**config.mk**
```make
export PLATFORM = sky130hd
export DESIGN_NAME = loc_irq_unit
export DESIGN_NICKNAME = d
export VERILOG_FILES = /design/src/rtl/lirq_pkg.sv /design/src/rtl/lirq_lane_align.sv /design/src/rtl/lirq_loc_regs.sv /design/src/rtl/lirq_line_fsm.sv /design/src/rtl/loc_irq_unit.sv
export SDC_FILE = /design/constraint.sdc
export NUM_CORES = 1
export LEC_CHECK = 0
export BUFFER_PORTS_ARGS = -buffer_cell sky130_fd_sc_hd__buf_2
export CORE_ASPECT_RATIO = 1.1
export CORE_MARGIN = 2
export CORE_UTILIZATION = 30
export CTS_CLUSTER_DIAMETER = 80
export DETAILED_ROUTE_END_ITERATION = 6
export GPL_ROUTABILITY_DRIVEN = 0
export HOLD_SLACK_MARGIN = 0.1
export PLACE_DENSITY = 0.48
export RECOVER_POWER = 100
export SETUP_SLACK_MARGIN = 0.2
export SLEW_MARGIN = 20
export SYNTH_ARGS = -nofsm -noshare
export SYNTH_HDL_FRONTEND = slang
export SYNTH_SLANG_ARGS = --single-unit
```
**constraint.sdc**
```tcl
create_clock -name clk -period 2.2 [get_ports clk]
set_input_delay 0.11 -clock clk [delete_from_list [all_inputs] [get_ports clk]]
set_output_delay 0.11 -clock clk [all_outputs]
set_load 0.005 [all_outputs]
```
**src/rtl/lirq_pkg.sv**
```systemverilog
package lirq_pkg;

    localparam int DATA_W = 32;
    localparam int GLOBAL_BIT = 31;

    localparam logic [31:0] EN_WMASK = 32'h8000_009F;
    localparam logic [31:0] SRC_MASK = 32'h0000_0087;
    localparam logic [31:0] EN_RESET = 32'h0000_0008;
    localparam logic [1:0]  POL_ACTIVE_LOW = 2'b01;

    localparam logic [11:0] OFF_ENABLE = 12'h008;
    localparam logic [11:0] OFF_VECTOR = 12'h00C;
    localparam logic [11:0] OFF_STATUS = 12'h010;

    typedef enum logic {
        ACC_IDLE  = 1'b0,
        ACC_RDATA = 1'b1
    } acc_state_e;

    typedef enum logic {
        LINE_QUIET  = 1'b0,
        LINE_RAISED = 1'b1
    } line_state_e;

    function automatic logic [31:0] src_to_bits(input logic [3:0] src);
        logic [31:0] r;
        r    = '0;
        r[0] = src[0];
        r[1] = src[1];
        r[2] = src[2];
        r[7] = src[3];
        return r;
    endfunction

endpackage

```
**src/rtl/lirq_lane_align.sv**
```systemverilog
module lirq_lane_align (
    input  logic [1:0]  lane,
    input  logic [1:0]  size,
    input  logic [31:0] wdata,
    input  logic [31:0] rword,
    output logic [31:0] wbits,
    output logic [31:0] bmask,
    output logic [31:0] rdata
);
    logic [3:0]  span;
    logic [3:0]  lanes;
    logic [31:0] span_bits;

    always_comb begin
        unique case (size)
            2'd0:    span = 4'b0001;
            2'd1:    span = 4'b0011;
            default: span = 4'b1111;
        endcase
        lanes = span << lane;
        for (int b = 0; b < 4; b++) begin
            bmask[8*b +: 8]     = {8{lanes[b]}};
            span_bits[8*b +: 8] = {8{span[b]}};
        end
        wbits = wdata << {lane, 3'b000};
        rdata = (rword >> {lane, 3'b000}) & span_bits;
    end
endmodule

```
**src/rtl/lirq_loc_regs.sv**
```systemverilog
module lirq_loc_regs
    import lirq_pkg::*;
(
    input  logic        clk,
    input  logic        rst_n,
    input  logic        wr_en,
    input  logic        wr_st,
    input  logic [31:0] wbits,
    input  logic [31:0] bmask,
    input  logic        evt_hit,
    input  logic [31:0] evt_bits,
    output logic [31:0] en_q,
    output logic [31:0] st_q,
    output logic        latch,
    output logic        clr_zero
);
    logic [31:0] hit_bits;
    logic [31:0] clr_bits;

    assign hit_bits = (evt_hit && en_q[GLOBAL_BIT]) ? (evt_bits & en_q & SRC_MASK) : '0;
    assign latch    = |hit_bits;
    assign clr_bits = wr_st ? (wbits & bmask & SRC_MASK) : '0;
    assign clr_zero = (|clr_bits) && (|st_q) && ((st_q & ~clr_bits) == '0);

    always_ff @(posedge clk) begin
        if (!rst_n) begin
            en_q <= EN_RESET;
            st_q <= '0;
        end else begin
            if (wr_en) begin
                en_q <= (en_q & ~(bmask & EN_WMASK)) | (wbits & bmask & EN_WMASK);
            end
            st_q <= (st_q & ~clr_bits) | hit_bits;
        end
    end

    AST_STATUS_SET_NEEDS_ENABLE: assert property (@(posedge clk) disable iff (!rst_n)
        ((st_q & ~$past(st_q)) != '0) |-> ($past(evt_hit) && $past(en_q[GLOBAL_BIT])));

endmodule

```
**src/rtl/lirq_line_fsm.sv**
```systemverilog
module lirq_line_fsm
    import lirq_pkg::*;
(
    input  logic clk,
    input  logic rst_n,
    input  logic any_latch,
    input  logic drop_req,
    input  logic active_low,
    output logic line,
    output logic pin
);
    line_state_e state_q, state_d;

    always_comb begin
        state_d = state_q;
        unique case (state_q)
            LINE_QUIET:  if (any_latch) state_d = LINE_RAISED;
            LINE_RAISED: if (drop_req && !any_latch) state_d = LINE_QUIET;
            default:     state_d = LINE_QUIET;
        endcase
    end

    always_ff @(posedge clk) begin
        if (!rst_n) state_q <= LINE_QUIET;
        else        state_q <= state_d;
    end

    always_comb begin
        unique case (state_q)
            LINE_RAISED: line = 1'b1;
            default:     line = 1'b0;
        endcase
        pin = active_low ? ~line : line;
    end

    AST_LINE_RISE_HAS_CAUSE: assert property (@(posedge clk) disable iff (!rst_n)
        $rose(line) |-> $past(any_latch));
    AST_LINE_FALL_HAS_CAUSE: assert property (@(posedge clk) disable iff (!rst_n)
        $fell(line) |-> ($past(drop_req) && !$past(any_latch)));

endmodule

```
**src/rtl/loc_irq_unit.sv**
```systemverilog
module loc_irq_unit
    import lirq_pkg::*;
#(
    parameter int NUM_LOC    = 5,
    parameter int LOC_W      = 3,
    parameter int LOC_SHIFT  = 12,
    parameter int ADDR_W     = 16,
    parameter int IRQ_VECTOR = 5
) (
    input  logic              clk,
    input  logic              rst_n,
    input  logic              bus_req,
    input  logic              bus_we,
    input  logic [ADDR_W-1:0] bus_addr,
    input  logic [1:0]        bus_size,
    input  logic [31:0]       bus_wdata,
    output logic [31:0]       bus_rdata,
    output logic              bus_rvalid,
    input  logic [LOC_W-1:0]  active_loc,
    input  logic              evt_valid,
    input  logic [3:0]        evt_src,
    input  logic [LOC_W-1:0]  evt_loc,
    output logic              irq_line,
    output logic              irq_pin
);
    localparam int OFF_W = LOC_SHIFT;
    localparam logic [3:0] VEC_NIBBLE = IRQ_VECTOR[3:0];

    logic [LOC_W-1:0] acc_loc;
    logic [OFF_W-1:0] word_off;
    logic             acc_ok;
    logic [31:0]      wbits, bmask, rword, rdata_al;
    logic [31:0]      evt_bits;
    logic [31:0]      en_a [NUM_LOC];
    logic [31:0]      st_a [NUM_LOC];
    logic [NUM_LOC-1:0] latch_v, clr_v;
    logic [31:0]      sel_en, sel_st;
    logic [1:0]       act_pol;
    acc_state_e       acc_q, acc_d;
    logic [31:0]      rdata_q;

    assign acc_loc  = bus_addr[LOC_SHIFT +: LOC_W];
    assign word_off = {bus_addr[OFF_W-1:2], 2'b00};
    assign acc_ok   = int'(acc_loc) < NUM_LOC;
    assign evt_bits = src_to_bits(evt_src);

    lirq_lane_align u_align (
        .lane  (bus_addr[1:0]),
        .size  (bus_size),
        .wdata (bus_wdata),
        .rword (rword),
        .wbits (wbits),
        .bmask (bmask),
        .rdata (rdata_al)
    );

    for (genvar g = 0; g < NUM_LOC; g++) begin : g_loc
        logic is_acc, is_act, wr_en_g, wr_st_g, hit_g;
        assign is_acc  = acc_loc == LOC_W'(g);
        assign is_act  = active_loc == LOC_W'(g);
        assign wr_en_g = bus_req && bus_we && is_acc && is_act && (word_off == OFF_W'(OFF_ENABLE));
        assign wr_st_g = bus_req && bus_we && is_acc && is_act && (word_off == OFF_W'(OFF_STATUS));
        assign hit_g   = evt_valid && (evt_loc == LOC_W'(g));

        lirq_loc_regs u_regs (
            .clk      (clk),
            .rst_n    (rst_n),
            .wr_en    (wr_en_g),
            .wr_st    (wr_st_g),
            .wbits    (wbits),
            .bmask    (bmask),
            .evt_hit  (hit_g),
            .evt_bits (evt_bits),
            .en_q     (en_a[g]),
            .st_q     (st_a[g]),
            .latch    (latch_v[g]),
            .clr_zero (clr_v[g])
        );

        AST_FOREIGN_WRITE_IGNORED: assert property (@(posedge clk) disable iff (!rst_n)
            $past(bus_req && bus_we && is_acc && !is_act && !evt_valid)
            |-> ($stable(en_a[g]) && $stable(st_a[g])));
        AST_BAD_EVENT_DISCARDED: assert property (@(posedge clk) disable iff (!rst_n)
            $past(evt_valid && (int'(evt_loc) >= NUM_LOC) && !bus_req)
            |-> $stable(st_a[g]));
    end

    always_comb begin
        sel_en  = '0;
        sel_st  = '0;
        act_pol = POL_ACTIVE_LOW;
        for (int i = 0; i < NUM_LOC; i++) begin
            if (acc_loc == LOC_W'(i)) begin
                sel_en = en_a[i];
                sel_st = st_a[i];
            end
            if (active_loc == LOC_W'(i)) begin
                act_pol = en_a[i][4:3];
            end
        end
    end

    always_comb begin
        rword = '1;
        if (acc_ok) begin
            if (word_off == OFF_W'(OFF_ENABLE))      rword = sel_en;
            else if (word_off == OFF_W'(OFF_STATUS)) rword = sel_st;
            else if (word_off == OFF_W'(OFF_VECTOR)) rword = {28'h0, VEC_NIBBLE};
        end
    end

    lirq_line_fsm u_line (
        .clk        (clk),
        .rst_n      (rst_n),
        .any_latch  (|latch_v),
        .drop_req   (|clr_v),
        .active_low (act_pol == POL_ACTIVE_LOW),
        .line       (irq_line),
        .pin        (irq_pin)
    );

    always_comb begin
        acc_d = ACC_IDLE;
        unique case (acc_q)
            ACC_IDLE:  if (bus_req && !bus_we) acc_d = ACC_RDATA;
            ACC_RDATA: if (bus_req && !bus_we) acc_d = ACC_RDATA;
            default:   acc_d = ACC_IDLE;
        endcase
    end

    always_ff @(posedge clk) begin
        if (!rst_n) begin
            acc_q   <= ACC_IDLE;
            rdata_q <= '0;
        end else begin
            acc_q <= acc_d;
            if (bus_req && !bus_we) rdata_q <= rdata_al;
        end
    end

    always_comb begin
        unique case (acc_q)
            ACC_RDATA: bus_rvalid = 1'b1;
            default:   bus_rvalid = 1'b0;
        endcase
        bus_rdata = rdata_q;
    end

    AST_RVALID_AFTER_READ: assert property (@(posedge clk) disable iff (!rst_n)
        bus_rvalid |-> $past(bus_req && !bus_we));

endmodule

```
==> impl_metrics.env, run 1 <==
export IMPL_outcome="finished clean"
export IMPL_fin_nets=631
export IMPL_drive_gt1_share_pct=20.2
export IMPL_grt_use_met3_pct=3.61
export IMPL_cts_root_buf="clkbuf_16"
export IMPL_pwr_share_comb_pct=9.4
export IMPL_worst_ep_required_time_ps=2400
export IMPL_r2r_slack_ps=500
export IMPL_grt_pass1_vias=3919
export IMPL_ys_ff_latch=70
export IMPL_ys_types=57
export IMPL_std_cell_rows=44
export IMPL_synth_edf_count=0
export IMPL_grt_pass1_wl_um=22500
export IMPL_final_cell_mix="70 x dfxtp_1, 56 x buf_2, 50 x nand2_1"
export IMPL_cp_endpoint="bus_rdata[1]$_SDFFE_PN0P_"
export IMPL_die_area_um2=14500
export IMPL_port_buffers=75
export IMPL_fin_crit_sh_pct=86.0
export IMPL_cts_resized=0
export IMPL_hold_violations=0
export IMPL_mostFrequentLayoutCell="dfxtp_1"
export IMPL_crit_family="compound AO/OA/AOI/OAI gates"
export IMPL_firstDrtPassIters=7
export IMPL_critical_path_max_stage_delay_ps=510
export IMPL_startpoint="bus_addr[3]"
export IMPL_antenna_found_initial=0
export IMPL_swShare_pct=24.4
export IMPL_synth_cells=498
export IMPL_dp_worst_setup_slack_ps=83.1
export IMPL_ys_flop_type="dfxtp_1"
export IMPL_area_delta_synth_final_pct=19.3
export IMPL_tightest_slew_ps=829
export IMPL_arrival_ps=2090
export IMPL_vias=4154
export IMPL_endpoint_kind="flip-flop"
export IMPL_die_w_um=115
export IMPL_power_density_nw_per_um2=622
export IMPL_use_met2_pct=32.2
export IMPL_cp_max_fo=5
export IMPL_clock_path_buffers=2
export IMPL_cts_sinks=70
export IMPL_numCtsBuffers=9
export IMPL_grt_usage_pct=20.4
export IMPL_rsz0062_at_grt="no"
export IMPL_dp_cells=713
export IMPL_setup_violations_final=0
export IMPL_max_clock_freq_ghz=0.528
export IMPL_dpl_hpwl_um=11000
export IMPL_critPathKind="input port to flip-flop"
export IMPL_slew_headroom_pct=44.7
export IMPL_wl_um=14400
export IMPL_drv_slew=0
export IMPL_fp_coreArea_um2=13200
export IMPL_fin_cells=730
export IMPL_clkPwrFrac_pct=47.9
export IMPL_path_buf_inv=1
export IMPL_hp_class="input port to flip-flop"
export IMPL_syn_area_um2=4070
export IMPL_max_cap_violations=0
export IMPL_synthArstFlopShare_pct=0
export IMPL_p_leak_nw=1.80
export IMPL_cp_start_kind="input port"
export IMPL_clk_pin_slew_ps=60
export IMPL_die_height_um=126
export IMPL_synth_area_per_cell_um2=8.18
export IMPL_dr_first_iter_drc_count=292
export IMPL_p_int_mw=2.28
export IMPL_gr_max_usage_layer="met2"
export IMPL_pwr_share_seq_pct=42.7
export IMPL_fin_tns_setup_ps=0
export IMPL_grt_max_degree=24
export IMPL_cts_tree="yes"
export IMPL_cp_slowest_cell="a2111oi_0"
export IMPL_peakVddDrop_uv=298
export IMPL_fin_hold_ws_ps=145
export IMPL_drc_errors=0
export IMPL_ys_seq_area_share_pct=34.4
export IMPL_crit_cells=6
export IMPL_overflow=0
export IMPL_num_io_pins=100
export IMPL_met1_usage_pct=27.4
export IMPL_start_util_pct=30.8
export IMPL_path_cells="clkbuf_1 > or3b_2 > a2111o_1 > or2_0 > a2111oi_0 > nor3_1"
export IMPL_ant_nets=0
export IMPL_rr_endpoint="bus_rdata[1]$_SDFFE_PN0P_"
export IMPL_clk_latency_ps=340
export IMPL_post_drt_wl_per_cell_um=19.7
export IMPL_utilization_pct=36.8
export IMPL_fin_crit_ps=1890
export IMPL_setup_slack_ps=307
export IMPL_synth_fp_nets=563
export IMPL_viasPerCell=5.69
export IMPL_rr_worst_depth=5
export IMPL_r2r_start="g_loc[1].u_regs.st_q[1]$_SDFF_PN0_"
export IMPL_net_switching_power_mw=0.737
export IMPL_finalClockSkew_ps=4.40
export IMPL_num_antenna_cells=0
export IMPL_ys_warnings_count=0
export IMPL_htree_levels=3
layout make-up:
type | instances | area (um^2)
fillers | 1431 | 8360
multi-input cells | 369 | 2340
flip-flops and latches | 70 | 1400
repair buffers | 107 | 589
clock buffers | 11 | 243
well taps | 161 | 201
clock inverters | 3 | 46.3
inverters | 9 | 33.8
synth_stat cells (all sizes together) (2+ instances only):
master	number	area, um^2
dfxtp	70	1400
nand2	50	188
nand3	39	195
nor2	39	146
a21oi	35	175
o21ai	29	145
clkbuf	28	106
mux2i	25	250
buf	22	156
nor4	14	103
nor2b	12	75.1
nor3	12	65.1
o21a	10	75.1
a22oi	9	67.6
inv	9	33.8
mux4	9	203
nand2b	7	43.8
nand4	7	43.8
or3b	7	61.3
a222oi	5	50.1
a22o	5	43.8
or2	5	31.3
a31oi	4	25.0
nor3b	4	30.0
a211oi	3	22.5
nand3b	3	22.5
o22ai	3	18.8
a2111oi	2	23.8
a221oi	2	17.5
a311oi	2	17.5
a41o	2	20.0
a41oi	2	17.5
and3	2	12.5
o21bai	2	15.0
o221ai	2	17.5
o31ai	2	15.0
or3	2	12.5
or4	2	15.0
through the flow:
| stage | instance area, um^2 | power, mW |
|---|---|---|
| 4_1_cts | 4930 | 3.05 |
| 3_5_place_dp | 4620 | 1.60 |
| 2_1_floorplan | 4070 | 1.48 |
| 6_report | 4860 | 3.02 |
| 3_3_place_gp | 4620 | 1.60 |
| 5_1_grt | 4860 | 3.13 |
power groups by stage:
stage | clock [mW] | combinational (mW) | sequential [mW]
after floorplan | 0 | 0.158 | 1.32
after global placement | 0 | 0.284 | 1.32
after detailed placement | 0 | 0.285 | 1.32
after CTS | 1.47 | 0.291 | 1.29
after global routing | 1.53 | 0.311 | 1.29
final | 1.45 | 0.285 | 1.29
how the worst min path moves through the flow:
stage | start | to | depth (start not counted)
CTS | bus_wdata[0] | flip-flop | 3
detailed placement | bus_wdata[3] | flip-flop | 3
finish | evt_src[1] | g_loc[2].u_regs.st_q[1]$_SDFF_PN0_ | 3
floorplan | bus_wdata[3] | flip-flop | 2
global placement | bus_wdata[3] | flip-flop | 3
global route | bus_wdata[2] | flip-flop | 3
tightest hold or removal path: cells and delay by family:
kind	cells	cell delay [ps]
buffers and inverters	1	160
and+or+nand+nor	1	100
AOI/OAI and AO/OA	1	60
cell families after synthesis:
family | synth area share (%)
AOI/OAI and AO/OA | 20.7
DFF | 34.4
xor gates and xnor gates | 0.215
muxes | 11.1
and+or+nand+nor | 26.2
buffers and inverters | 7.28
routing by layer:
metal	share of wire (%)	vias up
met5	0	-
met4	2.8	0
met3	7.3	27
met2	46	176
met1	44	1990
li1	-	1961
repair_timing:
item | 4_1_cts | 5_1_grt
setup buffers | 0 | 0
hold buffers | 3 | 0
endpoints found under the hold margin | 7 | 0
Power figures use the tool's default switching activity.
==> inputs of run 2 (changes only) <==
PLACE_DENSITY = 0.59   (was 0.48)
==> impl_metrics.env, run 2 (same netlist as run 1, synthesis figures left out) <==
export IMPL_hold_violations=0
export IMPL_startpoint="bus_addr[7]"
export IMPL_clock_path_buffers=2
export IMPL_outcome="finished clean"
export IMPL_place_area_um2=4600
export IMPL_dp_worst_setup_slack_ps=89.1
export IMPL_viasPerCell=5.80
export IMPL_path_cells="buf_2 > or4_1 > nor4_4 > buf_12 > nand3_1 > clkbuf_1 > mux2i_1 > nor2_1"
export IMPL_tightest_slew_ps=994
export IMPL_power_mw=3.14
export IMPL_grt_pass1_wl_um=21900
export IMPL_cts_tree="yes"
export IMPL_p_int_mw=2.38
export IMPL_cts_root_buf="clkbuf_16"
export IMPL_power_density_nw_per_um2=641
export IMPL_rsz0062_at_grt="no"
export IMPL_antenna_found_initial=0
export IMPL_fin_crit_ps=1890
export IMPL_setup_violations_final=0
export IMPL_area_delta_synth_final_pct=20.2
export IMPL_die_area_um2=14500
export IMPL_cts_resized=0
export IMPL_p_leak_nw=1.83
export IMPL_cp_start_kind="input port"
export IMPL_dpl_hpwl_um=10500
export IMPL_fin_crit_sh_pct=86.1
export IMPL_arrival_ps=2080
export IMPL_clkPwrFrac_pct=49.7
export IMPL_net_switching_power_mw=0.761
export IMPL_mostFrequentLayoutCell="dfxtp_1"
export IMPL_port_buffers=75
export IMPL_max_clock_freq_ghz=0.528
export IMPL_overflow=0
export IMPL_endpoint_kind="flip-flop"
export IMPL_fin_cells=728
export IMPL_std_cell_rows=44
export IMPL_utilization_pct=37.0
export IMPL_fin_tns_setup_ps=0
export IMPL_fin_nets=627
export IMPL_wl_um=14000
export IMPL_pwr_share_comb_pct=9.2
export IMPL_ant_nets=0
export IMPL_fp_coreArea_um2=13200
export IMPL_finalClockSkew_ps=6.15
export IMPL_cp_slowest_cell="or4_1"
export IMPL_die_height_um=126
export IMPL_dr_first_iter_drc_count=452
export IMPL_htree_levels=3
export IMPL_cp_max_fo=17
export IMPL_critical_path_max_stage_delay_ps=670
export IMPL_dp_cells=709
export IMPL_grt_pass1_vias=3985
export IMPL_numCtsBuffers=9
export IMPL_firstDrtPassIters=5
export IMPL_drc_errors=0
export IMPL_max_cap_violations=0
export IMPL_setup_slack_ps=305
export IMPL_vias=4224
export IMPL_num_antenna_cells=0
export IMPL_cts_sinks=70
export IMPL_start_util_pct=30.8
export IMPL_grt_usage_pct=19.5
export IMPL_fin_hold_ws_ps=131
export IMPL_final_cell_mix="70 x dfxtp_1, 62 x buf_2, 50 x nand2_1"
export IMPL_postCtsSetupBuffers=0
export IMPL_post_drt_wl_per_cell_um=19.2
export IMPL_slew_headroom_pct=33.7
export IMPL_num_io_pins=100
export IMPL_grt_max_degree=32
export IMPL_critPathKind="input port to flip-flop"
export IMPL_design_area_um2=4890
export IMPL_clk_pin_slew_ps=60
export IMPL_drv_slew=0
export IMPL_pwr_share_seq_pct=41.1
export IMPL_drive_gt1_share_pct=21.2
export IMPL_hp_start="bus_wdata[0]"
export IMPL_swShare_pct=24.2
export IMPL_peakVddDrop_uv=288
export IMPL_die_w_um=115
export IMPL_worst_ep_required_time_ps=2390
export IMPL_clk_latency_ps=340
export IMPL_hp_class="input port to flip-flop"
-- run 2: cell count changes in the layout (fill, tap and decap cells not counted), moves of 2 or more --
cell	previous run	this run
clkbuf_1	24	19
clkbuf_2	3	1
buf_4	21	17
clkinv_2	0	2
buf_2	56	62
-- run 2: path summary, 6_finish.rpt --
kind / endpoint / slack (ps) / cells after the start
worst max-delay path: flip-flop / 310 / 8
worst min-delay path: flip-flop / 130 / 3
worst max register to register: u_line.state_q$_SDFF_PN0_ / 560 / 5
worst min register to register: bus_rdata[15]$_SDFFE_PN0P_ / 450 / 2
-- run 2: worst max-delay path: cells and delay by family --
kind	cells	cell delay (ps)
simple gates	4	1180
mux	1	230
buf+inv	3	570
-- run 2: power by group through the flow --
stage / clock [mW] / combinational, mW / sequential (mW)
6_report: 1.56 / 0.289 / 1.29
5_1_grt: 1.65 / 0.311 / 1.29
4_1_cts: 1.58 / 0.289 / 1.29
3_5_place_dp: 0 / 0.283 / 1.32
3_3_place_gp: 0 / 0.282 / 1.32
2_1_floorplan: 0 / 0.158 / 1.32
-- run 2: layer usage --
| layer | wire length, um | part of all wire (%) | up-vias | global-route usage (%) |
|---|---|---|---|---|
| met1 | 6040 | 43 | 2017 | 25.3 |
| met4 | 484 | 3.5 | 0 | 9.07 |
| met3 | 997 | 7.1 | 41 | 3.75 |
| li1 | - | - | 1963 | - |
| met2 | 6440 | 46 | 203 | 31.1 |
| met5 | 0 | 0 | - | 0 |
-- run 2: cell type report --
type / count / area (um^2)
sequential: 70 / 1400
fill: 1364 / 8320
clock buffer: 10 / 229
clock inverter: 6 / 86.3
multi-input combinational: 369 / 2360
timing repair buffer: 103 / 581
tap: 161 / 201
inverter: 9 / 33.8
-- run 2: repair_timing --
item	in CTS	in global routing
hold endpoints to repair	10	0
hold buffers	3	0
endpoints found under the setup margin	0	0
